--- config.mk ---
export PLATFORM = sky130hd
export DESIGN_NAME = param_shadow_loader
export DESIGN_NICKNAME = d
export VERILOG_FILES = /design/src/rtl/psl_pkg.sv /design/src/rtl/psl_tag_decoder.sv /design/src/rtl/psl_stage_bank.sv /design/src/rtl/psl_frame_commit.sv /design/src/rtl/param_shadow_loader.sv
export SDC_FILE = /design/constraint.sdc
export NUM_CORES = 1
export LEC_CHECK = 0
export BUFFER_PORTS_ARGS = -buffer_cell sky130_fd_sc_hd__buf_4
export CAP_MARGIN = 30
export CORE_MARGIN = 2
export CORE_UTILIZATION = 50
export CTS_CLUSTER_DIAMETER = 150
export DETAILED_ROUTE_END_ITERATION = 10
export GPL_ROUTABILITY_DRIVEN = 0
export HOLD_SLACK_MARGIN = 0.1
export PLACE_DENSITY = 0.73
export SLEW_MARGIN = 10
export SYNTH_ARGS = -nofsm -noshare
export SYNTH_HDL_FRONTEND = slang
export SYNTH_HIERARCHICAL = 1
export SYNTH_SLANG_ARGS = --single-unit
--- constraint.sdc ---
create_clock -name clk -period 3.5 [get_ports clk]
set_input_delay 0.875 -clock clk [delete_from_list [all_inputs] [get_ports clk]]
set_output_delay 0.875 -clock clk [all_outputs]
set_load 0.05 [all_outputs]
--- src/rtl/psl_pkg.sv ---
// Package psl_pkg
// Shared constants for the tagged-byte parameter loader.
// Assumes one byte carries a tag bit on top of one full slot value.
package psl_pkg;
    parameter int unsigned BYTE_W = 8;
    localparam int unsigned SLOT_W = BYTE_W - 1;
    localparam int unsigned TAG_BIT = BYTE_W - 1;
endpackage

--- src/rtl/psl_tag_decoder.sv ---
// Module psl_tag_decoder
// Classifies each sampled byte as an address or a data byte.
// Keeps the last slot address and whether one has been seen since reset.
// Raises a one-cycle write request for in-range data bytes.
// Assumes byte_in is valid whenever byte_vld is high.
module psl_tag_decoder
    import psl_pkg::*;
#(
    parameter int unsigned SLOT_N = 7,
    localparam int unsigned IDX_W = (SLOT_N > 1) ? $clog2(SLOT_N) : 1
) (
    input  logic              clk,
    input  logic              rst_n,
    input  logic [BYTE_W-1:0] byte_in,
    input  logic              byte_vld,
    output logic              wr_en,
    output logic [IDX_W-1:0]  wr_slot,
    output logic [SLOT_W-1:0] wr_data
);
    localparam logic [SLOT_W-1:0] SLOT_LIM = SLOT_W'(SLOT_N);

    logic [SLOT_W-1:0] addr_q;
    logic              addr_seen_q;
    logic              is_addr;
    logic              is_data;
    logic              addr_in_range;

    // Split a sampled byte by its tag bit.
    always_comb begin
        is_addr = byte_vld &&  byte_in[TAG_BIT];
        is_data = byte_vld && !byte_in[TAG_BIT];
    end

    // Latch the slot address and remember that one has arrived.
    always_ff @(posedge clk) begin
        if (!rst_n) begin
            addr_q      <= '0;
            addr_seen_q <= 1'b0;
        end else if (is_addr) begin
            addr_q      <= byte_in[SLOT_W-1:0];
            addr_seen_q <= 1'b1;
        end
    end

    // Form the write request for a data byte to a valid slot.
    always_comb begin
        addr_in_range = addr_q < SLOT_LIM;
        wr_en   = is_data && addr_seen_q && addr_in_range;
        wr_slot = IDX_W'(addr_q);
        wr_data = byte_in[SLOT_W-1:0];
    end

    AST_ADDR_KEEP: assert property (@(posedge clk) disable iff (!rst_n)
        (!is_addr && addr_seen_q) |=> $stable(addr_q)) else $error("addr");

    AST_SEEN_STICKY: assert property (@(posedge clk) disable iff (!rst_n)
        addr_seen_q |=> addr_seen_q) else $error("seen");
endmodule

--- src/rtl/psl_stage_bank.sv ---
// Module psl_stage_bank
// Staging copy of the parameter register, built from SLOT_N slot registers.
// A write request updates exactly one slot; all other slots hold their value.
// Assumes wr_slot is below SLOT_N whenever wr_en is high.
module psl_stage_bank
    import psl_pkg::*;
#(
    parameter int unsigned SLOT_N = 7,
    localparam int unsigned IDX_W = (SLOT_N > 1) ? $clog2(SLOT_N) : 1,
    localparam int unsigned REG_W = SLOT_N * SLOT_W
) (
    input  logic              clk,
    input  logic              rst_n,
    input  logic              wr_en,
    input  logic [IDX_W-1:0]  wr_slot,
    input  logic [SLOT_W-1:0] wr_data,
    output logic [REG_W-1:0]  stage
);
    logic [SLOT_N-1:0] slot_we;

    for (genvar gi = 0; gi < SLOT_N; gi++) begin : g_slot
        logic [SLOT_W-1:0] slot_q;

        // Decode the write request for this slot.
        always_comb slot_we[gi] = wr_en && (wr_slot == IDX_W'(gi));

        // Hold or load this slot's staged value.
        always_ff @(posedge clk) begin
            if (!rst_n) begin
                slot_q <= '0;
            end else if (slot_we[gi]) begin
                slot_q <= wr_data;
            end
        end

        assign stage[gi*SLOT_W +: SLOT_W] = slot_q;
    end

    AST_ONE_SLOT: assert property (@(posedge clk) disable iff (!rst_n)
        $onehot0(slot_we)) else $error("multi");

    AST_SLOT_RANGE: assert property (@(posedge clk) disable iff (!rst_n)
        wr_en |-> ({{(32-IDX_W){1'b0}}, wr_slot} < SLOT_N)) else $error("range");

    AST_STAGE_IDLE: assert property (@(posedge clk) disable iff (!rst_n)
        !wr_en |=> $stable(stage)) else $error("idle");
endmodule

--- src/rtl/psl_frame_commit.sv ---
// Module psl_frame_commit
// Detects the rising edge of vsync with one register and copies the staging
// copy into the active register at that edge. Holds the active register otherwise.
// Assumes vsync is already synchronous to clk.
module psl_frame_commit #(
    parameter int unsigned REG_W = 49
) (
    input  logic             clk,
    input  logic             rst_n,
    input  logic             vsync,
    input  logic [REG_W-1:0] stage,
    output logic [REG_W-1:0] active
);
    logic vs_q;
    logic vs_rise;

    // Remember the vsync level of the previous cycle.
    always_ff @(posedge clk) begin
        if (!rst_n) vs_q <= 1'b0;
        else        vs_q <= vsync;
    end

    // Flag the first cycle of a high vsync.
    always_comb vs_rise = vsync && !vs_q;

    // Load the active register only on a vsync rise.
    always_ff @(posedge clk) begin
        if (!rst_n)       active <= '0;
        else if (vs_rise) active <= stage;
    end

    AST_COMMIT_COPY: assert property (@(posedge clk) disable iff (!rst_n)
        vs_rise |=> (active == $past(stage))) else $error("copy");

    AST_HOLD_BETWEEN: assert property (@(posedge clk) disable iff (!rst_n)
        !vs_rise |=> $stable(active)) else $error("hold");

    AST_RESET_CLEAR: assert property (@(posedge clk)
        !rst_n |=> (active == '0)) else $error("rst");
endmodule

--- src/rtl/param_shadow_loader.sv ---
// Module param_shadow_loader
// Top level: the byte decoder feeds the staging bank, and the frame commit
// copies the staging bank into the active parameter output on vsync rises.
// Assumes all inputs are synchronous to clk.
module param_shadow_loader
    import psl_pkg::*;
#(
    parameter int unsigned SLOT_N = 7,
    localparam int unsigned IDX_W = (SLOT_N > 1) ? $clog2(SLOT_N) : 1,
    localparam int unsigned REG_W = SLOT_N * SLOT_W
) (
    input  logic              clk,
    input  logic              rst_n,
    input  logic [BYTE_W-1:0] byte_in,
    input  logic              byte_vld,
    input  logic              vsync,
    output logic [REG_W-1:0]  params_active
);
    logic              wr_en;
    logic [IDX_W-1:0]  wr_slot;
    logic [SLOT_W-1:0] wr_data;
    logic [REG_W-1:0]  stage;

    psl_tag_decoder #(.SLOT_N(SLOT_N)) i_decoder (
        .clk(clk), .rst_n(rst_n), .byte_in(byte_in), .byte_vld(byte_vld),
        .wr_en(wr_en), .wr_slot(wr_slot), .wr_data(wr_data)
    );

    psl_stage_bank #(.SLOT_N(SLOT_N)) i_stage (
        .clk(clk), .rst_n(rst_n), .wr_en(wr_en), .wr_slot(wr_slot),
        .wr_data(wr_data), .stage(stage)
    );

    psl_frame_commit #(.REG_W(REG_W)) i_commit (
        .clk(clk), .rst_n(rst_n), .vsync(vsync), .stage(stage),
        .active(params_active)
    );

    AST_NO_BYTE_NO_WRITE: assert property (@(posedge clk) disable iff (!rst_n)
        !byte_vld |-> !wr_en) else $error("vld");

    AST_ADDR_BYTE_NO_WRITE: assert property (@(posedge clk) disable iff (!rst_n)
        (byte_vld && byte_in[TAG_BIT]) |=> $stable(stage)) else $error("tag");
endmodule

==> results.txt <==
die area -> 9270 um2
Die Y -> 96.3 um
sw frac -> 22.5%
number of distinct library cells after synthesis -> 23
site row count -> 33
CTS tree -> yes
combinational share of power -> 5.3%
Tcrit/Tclk final -> 63.1%
Tot GR Track Use -> 18.2%
initial antenna violation count -> 0
sequential share of power -> 59.3%
largest family of logic cells by synthesized area -> multiplexers
# setup viols final -> 0
IO buf count -> 60
clock-pin slew on the worst setup and hold paths -> 90 ps
hpwl dp -> 5010 um
PostCTS Resize Cnt -> 0
DRT iter0 DRCs -> 86
Setup CP Type -> in2reg
Final ANT Viol Nets -> 0
core footprint -> 8260 um2
Synth area leader -> dfxtp_1
syn avg cell area -> 9.73 um2
WP data required -> 3740 ps
post-route worst setup slack -> 1290 ps
GR Overflow Total -> 0
Setup Fix Bufs, Post-CTS -> 0
min cycle time layout -> 2210 ps
Slew HR -> 44.5%
setup tns final -> 0 ps
drt drc -> 0
Synth Area in Compound Gates -> 2.58%
final hold vios -> 0
Ys Warns -> 6
I/O pins -> 61
status -> completed
crit path launch type -> input pin
clk sink count -> 107
Die W -> 96.3 um
Synth top cells by count -> nand2_1, dfxtp_1, mux2i_1, buf_4
Detailed Route WL -> 7790 um
Cell Pwr Density -> 434 nW/um2
post-synth design cell area -> 4260 um2
Internal -> 1.61 mW
Layout Nets -> 481
largest net degree at the start of global routing -> 68
DP Worst Slack -> 906 ps
hold_ws -> 458 ps
CTS H-tree lvls -> 3
CTS Hold Bufs -> 0
Syn Nets -> 450
Slew Limit Fails -> 0
P&R area growth vs syn -> 12.1%
Post-synth EDFFs -> 0
Max-Cap Viols -> 0
sequential share of the synthesized area -> 50.3%
Leak Pwr -> 2.14 nW
vias in the first global route -> 2765
post-synthesis simple-gate area fraction -> 17.7%
share of layout cells above drive strength 1 -> 17.6%
ranking of synthesized cells by area -> dfxtp_1, mux2i_1, nand2_1
top-area cell type share of the netlist area -> 50.3%
Switch Pwr -> 0.466 mW
RSZ-0062 raised after global routing -> no
Root Driver -> clkbuf_8
post-synthesis xor/xnor area fraction -> 0%
cell count after synthesis -> 438
adder-cell share of the synthesized area -> 0%
mux contribution to synthesized area -> 23.0%
max frequency -> 453 MHz
Hold Path Class -> reg2reg
Avg WL per Cell -> 13.5 um
Avg Vias per Cell -> 5.03
Synth Flop Type -> dfxtp_1
worst-skew pair later-pin latency -> 370 ps
CP Capture Type -> flip-flop
Total Power -> 2.07 mW
routed vias -> 2902
# diodes -> 0
skew final -> 7.84 ps
CTS buffer count -> 9
worst slew pin tran -> 832 ps
clock buffer depth -> 2
Initial DRT Pass Iterations -> 4
Starting Density -> 51.6%
FF+latch count, synth -> 107
Post-synth ARST share -> 0%
count leader, synth -> nand2_1
clock group share of total power -> 35.4%
Critical Path AT -> 2450 ps
CP Max Fanout -> 16
first-pass GRT wire length -> 12800 um
worst vdd ir -> 0.256 mV
==> power groups by stage <==
stage	combinational [mW]	sequential, mW	clock (mW)
global route	0.120	1.23	0.804
floorplan	0.0974	1.26	0
finish	0.110	1.23	0.733
global placement	0.110	1.26	0
CTS	0.111	1.23	0.752
detailed placement	0.111	1.26	0
==> per-stage QoR <==
| stage | cell area, um2 | util, % | instances |
|---|---|---|---|
| after detailed placement | 4590 | 55.6 | 563 |
| after floorplan | 4260 | - | 438 |
| after CTS | 4770 | 57.8 | 577 |
| after global routing | 4770 | 57.8 | 577 |
| final | 4770 | 57.8 | 577 |
| after global placement | 4590 | 55.6 | 563 |
==> cells by family (layout without fill, tap and decap cells) <==
group	count (synthesis)	after routing
AO/OA/AOI/OAI	15	15
buffers and inverters	43	77
AND/OR/NAND/NOR	175	175
flip-flops	107	107
multiplexers	98	98
==> layer usage <==
metal | up-vias | part of all wire, % | track usage [%]
met1 | 1354 | 48 | 22.8
met2 | 53 | 47 | 30.0
met4 | 0 | 1.3 | 6.69
li1 | 1486 | - | -
met5 | - | 0 | 0
met3 | 9 | 4.4 | 4.93
==> cell usage in the layout (no fill, tap or decap), types with 3 or more instances in the layout <==
| cell | n |
|---|---|
| dfxtp_1 | 107 |
| and3_1 | 3 |
| and3_2 | 5 |
| o21a_1 | 7 |
| nand2_1 | 154 |
| mux2i_1 | 98 |
| nand4b_1 | 3 |
| clkbuf_8 | 10 |
| a21boi_0 | 7 |
| buf_4 | 63 |
==> final cells by class <==
type                    count  area [um2]
fillers                   738        3480
flip-flops and latches    107        2140
multi-input cells         288        1850
repair buffers             63         473
clock buffers              12         145
well taps                 105         131
clock inverters             2        37.5
==> sequential cells by signal (all words and copies together), names as in the netlist <==
register               count
i_commit/active           49
i_stage/g_slot.slot_q     49
i_decoder/addr_q           7
i_commit/vs_q              1
i_decoder/addr_seen_q      1
==> final timing paths <==
kind	slack [ps]	end	start	cells after the start
worst max-delay path	1290	i_stage/g_slot[0].slot_q[4]	byte_in[7]	5
worst min-delay path	460	i_commit/active[46]	i_commit/active[46]	2
worst min register to register	460	i_commit/active[46]	i_commit/active[46]	2
worst max register to register	1620	i_stage/g_slot[0].slot_q[4]	i_decoder/addr_q[6]	4
==> critical path: stages <==
cell      delay [ps]
buf_4            160
and4bb_2         290
and3_1           260
or4b_1           680
mux2i_1          200
(Power assumes the default switching activity.)
